### src/rtl/throttle_pkg.sv
package throttle_pkg;
    typedef enum logic [1:0] {
        ST_OPEN = 2'd0,
        ST_BUSY = 2'd1,
        ST_HOLD = 2'd2
    } thr_state_t;
endpackage

### src/rtl/throttle_gap_ctr.sv
module throttle_gap_ctr #(
    parameter int CNT_W = 8
) (
    input  logic             clk,
    input  logic             rst_n,
    input  logic             load,
    input  logic [CNT_W-1:0] load_val,
    input  logic             step,
    output logic             last
);
    localparam logic [CNT_W-1:0] ONE = CNT_W'(1);

    logic [CNT_W-1:0] cnt_q;

    // captured gap length: written only when a gap starts
    always_ff @(posedge clk or negedge rst_n) begin
        if (!rst_n) begin
            cnt_q <= '0;
        end else if (load) begin
            cnt_q <= load_val;
        end else if (step && cnt_q != '0) begin
            cnt_q <= cnt_q - ONE;
        end
    end

    assign last = (cnt_q == ONE);

    AST_CNT_LOAD: assert property (@(posedge clk) disable iff (!rst_n)
        load |=> cnt_q == $past(load_val));
    AST_CNT_DOWN: assert property (@(posedge clk) disable iff (!rst_n)
        (step && !load && cnt_q > ONE) |=> cnt_q == $past(cnt_q) - ONE);
endmodule

### src/rtl/throttle_fsm.sv
module throttle_fsm
    import throttle_pkg::*;
(
    input  logic       clk,
    input  logic       rst_n,
    input  logic       en,
    input  logic       req,
    input  logic       done,
    input  logic       gap_zero,
    input  logic       gap_last,
    output thr_state_t state_o,
    output logic       ready_o,
    output logic       issue_o,
    output logic       gap_load,
    output logic       gap_step
);
    thr_state_t state_q, state_d;

    always_comb begin
        state_d = state_q;
        unique case (state_q)
            ST_OPEN: if (req)  state_d = ST_BUSY;
            ST_BUSY: if (done) state_d = (en && !gap_zero) ? ST_HOLD : ST_OPEN;
            ST_HOLD: if (!en || gap_last) state_d = ST_OPEN;
            default: state_d = ST_OPEN;
        endcase
    end

    always_ff @(posedge clk or negedge rst_n) begin
        if (!rst_n) state_q <= ST_OPEN;
        else        state_q <= state_d;
    end

    always_comb begin
        ready_o  = 1'b0;
        issue_o  = 1'b0;
        gap_load = 1'b0;
        gap_step = 1'b0;
        unique case (state_q)
            ST_OPEN: begin
                ready_o = 1'b1;
                issue_o = req;
            end
            ST_BUSY: gap_load = done && en && !gap_zero;
            ST_HOLD: gap_step = en;
            default: ;
        endcase
    end

    assign state_o = state_q;

    AST_BUSY_BLOCKS: assert property (@(posedge clk) disable iff (!rst_n)
        (state_q == ST_BUSY) |-> (!issue_o && !ready_o));
    AST_ISSUE_TO_BUSY: assert property (@(posedge clk) disable iff (!rst_n)
        issue_o |=> (state_q == ST_BUSY));
    AST_DISABLE_ENDS_GAP: assert property (@(posedge clk) disable iff (!rst_n)
        (state_q == ST_HOLD && !en) |=> ready_o);
    AST_ZERO_GAP_REOPEN: assert property (@(posedge clk) disable iff (!rst_n)
        (state_q == ST_BUSY && done && (!en || gap_zero)) |=> ready_o);
endmodule

### src/rtl/bus_gap_throttle.sv
module bus_gap_throttle
    import throttle_pkg::*;
#(
    parameter int GAP_W = 8
) (
    input  logic             clk,
    input  logic             rst_n,
    input  logic             throttle_en,
    input  logic [GAP_W-1:0] gap_cycles,
    input  logic             req_i,
    input  logic             done_i,
    output logic             issue_o,
    output logic             ready_o
);
    localparam logic [GAP_W-1:0] SAT = {GAP_W{1'b1}};

    thr_state_t state;
    logic       gap_load, gap_step, gap_last;
    logic       gap_zero;

    assign gap_zero = (gap_cycles == '0);

    throttle_fsm u_fsm (
        .clk      (clk),
        .rst_n    (rst_n),
        .en       (throttle_en),
        .req      (req_i),
        .done     (done_i),
        .gap_zero (gap_zero),
        .gap_last (gap_last),
        .state_o  (state),
        .ready_o  (ready_o),
        .issue_o  (issue_o),
        .gap_load (gap_load),
        .gap_step (gap_step)
    );

    throttle_gap_ctr #(.CNT_W(GAP_W)) u_ctr (
        .clk      (clk),
        .rst_n    (rst_n),
        .load     (gap_load),
        .load_val (gap_cycles),
        .step     (gap_step),
        .last     (gap_last)
    );

    // independent tally of idle cycles since the last completion (checking only)
    logic [GAP_W-1:0] idle_run;
    logic [GAP_W-1:0] held_gap;
    logic             held_vld;

    always_ff @(posedge clk or negedge rst_n) begin
        if (!rst_n) begin
            idle_run <= '0;
            held_gap <= '0;
            held_vld <= 1'b0;
        end else begin
            if (state == ST_BUSY && done_i) begin
                idle_run <= '0;
                held_gap <= gap_cycles;
                held_vld <= throttle_en;
            end else begin
                if (idle_run != SAT) idle_run <= idle_run + 1'b1;
                if (!throttle_en) held_vld <= 1'b0;
            end
        end
    end

    AST_MIN_GAP: assert property (@(posedge clk) disable iff (!rst_n)
        (issue_o && throttle_en && held_vld) |-> (idle_run >= held_gap));
    AST_RESET_OPEN: assert property (@(posedge clk) disable iff (!rst_n)
        $rose(rst_n) |-> ready_o);
endmodule

### config.mk
export PLATFORM = sky130hd
export DESIGN_NAME = bus_gap_throttle
export DESIGN_NICKNAME = d
export VERILOG_FILES = /design/src/rtl/throttle_pkg.sv /design/src/rtl/throttle_gap_ctr.sv /design/src/rtl/throttle_fsm.sv /design/src/rtl/bus_gap_throttle.sv
export SDC_FILE = /design/constraint.sdc
export NUM_CORES = 1
export LEC_CHECK = 0
export ABC_CLOCK_PERIOD_IN_PS = 2350
export BUFFER_PORTS_ARGS = -buffer_cell sky130_fd_sc_hd__buf_2
export CAP_MARGIN = 20
export CORE_MARGIN = 5
export CORE_UTILIZATION = 52
export DETAILED_ROUTE_END_ITERATION = 16
export GPL_ROUTABILITY_DRIVEN = 0
export PLACE_DENSITY_LB_ADDON = 0.15
export SETUP_SLACK_MARGIN = 0.2
export SYNTH_ARGS = -nofsm -noshare
export SYNTH_HDL_FRONTEND = slang
export SYNTH_HIERARCHICAL = 1
export SYNTH_SLANG_ARGS = --single-unit
### constraint.sdc
create_clock -name clk -period 2.35 [get_ports clk]
set_input_delay 0.1175 -clock clk [delete_from_list [all_inputs] [get_ports clk]]
set_output_delay 0.1175 -clock clk [all_outputs]
set_load 0.05 [all_outputs]
# Word-level counts from Yosys, hierarchy flattened
# Cells that the tools add are included.
[word_totals]
inputBits = 13
out_inout_bits = 2
reg_bits = 10
[op_classes]
n_eq_ne = 6
mux = 11
reduce_logical = 12
add_sub_neg = 1
[op_table]
columns = ["op", "n"]
rows = [
  ["2-to-1 mux 8 bit", 2],
  ["== test 8 x 1 -> 1 bit (second input constant)", 1],
  ["zero test 8 bit", 1],
  ["2-to-1 mux 2 bit", 4],
  ["nonzero test 8 bit", 1],
  ["subtractor 8 x 1 -> 8 bit (second input constant)", 1],
  ["case mux 2 bit (3 select lines)", 1],
  ["logical AND 1 bit", 4],
  ["2-to-1 mux 1 bit", 4],
  ["!= test 2 bit (second input constant)", 2],
  ["AND reduction 3 bit", 1],
  ["== test 2 x 1 -> 1 bit (second input constant)", 1],
  ["== test 2 bit (second input constant)", 1],
  ["zero test 1 bit", 2],
  ["zero test 2 bit", 1],
  ["!= test 2 x 1 -> 1 bit (second input constant)", 1],
  ["nonzero test 2 bit", 1],
  ["logical OR 1 bit", 1],
]

# Longest topological paths before layout
[logic_depth]
ltp_word = 6
mapped_depth = 7
mapped_depth_nobuf = 6

# Hierarchy
# The synthesis kept the hierarchy.
[by_module_without_submodules]
columns = ["mod", "instances", "area_per_inst_um2", "cells_per_inst", "seq_area_each_um2"]
rows = [
  ["throttle_gap_ctr", 1, 574.3, 64, 200.2],
  ["throttle_fsm", 1, 130.1, 14, 50.0],
  ["bus_gap_throttle", 1, 18.8, 3, 0.0],
]

# Least setup slack after synthesis
# Ideal clock, no wire load.
[synth_path]
path_type = "flip-flop to flip-flop"
from = "register u_fsm.state_q[1], in the netlist u_fsm/state_o[1]"
to = "register u_ctr.cnt_q[7]"
t_arrival_ps = 1844
required_ps = 2268
slack_ps = 424
period_less_slack_ps = 1926
path_buffers = 0
setup_time_ps = 82
stages_incl_launch_ff = 6
cell_sequence = "dfrtp_1 > nand2_1 > nor2_1 > or4b_2 > or4_1 > a31oi_1"
[synth_via]
elab_chain_len = 4
[synth_rtl]
columns = ["element", "line_no", "rtl"]
rows = [
  ["from (decl)", "throttle_fsm.sv:17", "thr_state_t state_q, state_d;"],
  ["from (signal assigned)", "throttle_fsm.sv:31", "else state_q <= state_d;"],
  ["== test 2 bit", "throttle_fsm.sv:39", "unique case (state_q)"],
  ["2-to-1 mux 1 bit", "throttle_fsm.sv:39", ""],
  ["named net gap_step", "bus_gap_throttle.sv:18", "logic gap_load, gap_step, gap_last;"],
  ["logical AND 1 bit", "throttle_gap_ctr.sv:21", "end else if (step && cnt_q != '0) begin"],
  ["nonzero test 2 bit (no line)", "n/a", ""],
  ["to (signal assigned)", "throttle_gap_ctr.sv:20", "cnt_q <= load_val;"],
  ["to (signal assigned)", "throttle_gap_ctr.sv:22", "cnt_q <= cnt_q - ONE;"],
  ["to (decl)", "throttle_gap_ctr.sv:13", "logic [CNT_W-1:0] cnt_q;"],
]
# The timed path passes the listed nets, and every way through them passes these cells.
# A chain may end at the register's enable or synchronous reset.

# Final worst setup path
# Ends and elaborated chain as after synthesis.

==> summary.md <==
| Metric | Value |
|---|---|
| Status | finished clean |
| Hold Path Class | in -> reg |
| CTS Buf Count | 3 |
| Final min period | 1950 ps |
| Overflow after GRT | 0 |
| Synthesized area per cell | 8.93 um^2 |
| Number of global-route vias before repair | 705 |
| DRT iter0 DRCs | 20 |
| Final setup violation count | 0 |
| Largest net degree at the start of global routing | 12 |
| Met3 WL | 134 um |
| Layout area overhead | 20.6% |
| Startpoint Class | flip-flop |
| Max Fclk | 0.512 GHz |
| First-pass iteration count of the detailed router | 4 |
| WL met1 | 761 um |
| Antenna violations before repair | 0 |
| Warnings from Yosys | 6 |
| Max-slew headroom | 0.774 |
| Hpwl dp | 1400 um |
| Initial core utilization | 0.556 |
| Die X | 47.3 um |
| Post-CTS setup repair buffer count | 0 |
| Fin Setup TNS | 0 ps |
| WL final | 1820 um |
| WL per Instance | 15.7 um |
| Final hold vios | 0 |
| Pwr/cell area | 922 nW/um^2 |
| Worst EP arrival | 2140 ps |
| Row cnt | 13 |
| Top Layer Used | met4 |
| # nets final | 119 |
| Synth Instances | 81 |
| Clock Sinks | 10 |
| Crit. End Element | flip-flop |
| Top-area cell type share of the netlist area | 0.346 |
| RSZ-0062 raised after global routing | no |
| Global-route wire length before repair | 2900 um |
| Multi-input gate area | 452 um^2 |
| Root buffer cell | clkbuf_4 |
| Slew of the pin with the lowest slew margin | 334 ps |
| DR vias | 729 |
| Period utilization | 0.830 |
| Synthesized flop and latch total | 10 |
| Clock buffer depth | 2 |
| H-tree depth | 1 |
| Via density | 6.28 |
| I/O pin total | 15 |
| Maximum VDD drop | 0.525 mV |
| Commonest non-fill, non-tap cell in the layout | buf_2 |
| Syn nets | 97 |
| Die area | 2240 um^2 |
| Dominant cell type by area after synthesis | dfrtp_1 |
| Proportion of layout cells with a drive suffix above 1 | 0.287 |
| Top post-synthesis cells by area | dfrtp_1 (35%), nand2_1 (6.2%), ha_1 (5.2%), o211ai_1 (5.2%), or4_1 (5.2%) |
| Commonest non-fill, non-tap cells in the layout | buf_2 (14), nand2_1 (12), dfrtp_1 (10) |
| # DRC | 0 |
| Core footprint | 1300 um^2 |
| Pins Over Slew Limit | 0 |
| Max cap viols | 0 |
| Post-synthesis sequential area ratio | 0.346 |
| I/O Buffers | 14 |
| Reg clk slew, reported paths | 60 ps |
| Detail Route Antenna Nets | 0 |
| CP required | 2540 ps |
| Static leakage | 0.000352 uW |
| Crit path max fanout | 6 |
| Number of distinct library cells after synthesis | 32 |
| Critical path class | reg -> reg |
| CTS tree | built |
| Overall routing resource usage | 0.189 |
| Final Power | 804 uW |
| Clk Latency, worst-skew pair | 270 ps |
| Synthesized area | 723 um^2 |
| Routed wl met2 | 850 um |
| Reg area | 250 um^2 |
| Die Ht | 47.3 um |
| # fillers | 116 |
| Ant diodes | 0 |
| Worst clock skew | 5.29 ps |
[stage by stage]
stage                     hold WS (ps)  setup WS (ps)  instance area [um^2]   util  std cells
final                             89.2            398                   872  0.670        116
after global routing               102            238                   872  0.670        116
after detailed placement         -2.89            356                   837  0.643        112
after global placement           -5.72            407                   837  0.643        112
after CTS                         86.8            343                   870  0.668        116
after floorplan                   -178            424                   723      -         81
[report_power, final]
part	internal (uW)	switching, uW
registers	247	102
logic	149	185
clock network	59.2	62.0
total	455	349
[registers in the layout, summed over array words and instances, names as in the netlist]
| register | count |
|---|---|
| u_ctr/cnt_q | 8 |
| u_fsm/state_o | 2 |
[synthesized netlist by cell type]
master	number
nand2_1	12
dfrtp_1	10
nor2_1	7
o211ai_1	5
or4_1	5
a21oi_1	4
a2111o_1	3
a31oi_1	3
ha_1	3
inv_1	3
nor3b_1	3
clkbuf_1	2
or4b_2	2
a21bo_2	1
a21boi_0	1
and2_1	1
clkbuf_2	1
nand2b_1	1
nand4b_1	1
nor3_1	1
nor4_1	1
nor4b_1	1
nor4b_2	1
nor4bb_1	1
o2111ai_1	1
o21a_1	1
o21ai_0	1
o311ai_0	1
o31ai_1	1
or2b_1	1
or3b_2	1
or4bb_2	1
[critical path: stages (launching register included)]
cell and delay (ps):
dfrtp_1 440, nand2_1 90, nor2_2 150, or4b_2 600
or4_1 420, a31oi_1 170
[cells by family (layout without fill, tap and decap cells)]
| kind of cell | after synthesis | count (layout) | synth area share |
|---|---|---|---|
| DFF | 10 | 10 | 0.346 |
| and+or+nand+nor | 40 | 40 | 0.341 |
| buffers and inverters | 6 | 26 | 0.0329 |
| AOI/OAI and AO/OA | 22 | 22 | 0.228 |
| adders and majority gates | 3 | 3 | 0.0519 |
[layer usage]
| layer | GRT usage | vias up |
|---|---|---|
| li1 | - | 354 |
| met1 | 0.217 | 331 |
| met2 | 0.294 | 34 |
| met3 | 0.0498 | 10 |
| met4 | 0.149 | 0 |
| met5 | 0 | - |
[final timing paths]
| path | start | endpoint | slack (ps) | cells after the start |
|---|---|---|---|---|
| setup / recovery | u_fsm/state_o[1] | u_ctr/cnt_q[7] | 400 | 5 |
| min in group asynchronous | rst_n | u_ctr/cnt_q[0] | 240 | 2 |
| setup reg to reg | u_fsm/state_o[1] | u_ctr/cnt_q[7] | 400 | 5 |
| max in group asynchronous | rst_n | u_ctr/cnt_q[2] | 1900 | 2 |
| hold / removal | throttle_en | u_fsm/state_o[1] | 90 | 2 |
| hold reg to reg | u_fsm/state_o[1] | u_fsm/state_o[0] | 540 | 1 |
[final cells by class]
type                       count  share of cell area
multi-input combinational     65               0.518
sequential                    10               0.287
timing repair buffer          20               0.135
clock buffer                   3              0.0258
tap                           15              0.0215
inverter                       3              0.0129
[repair_timing]
item / 4_1_cts / 5_1_grt
hold buffers: 1 / 0
endpoints found under the hold margin: 10 / 0
resized for setup: 0 / 1
setup endpoints to repair: 0 / 1
No activity file was read; power rests on OpenSTA's default activity.
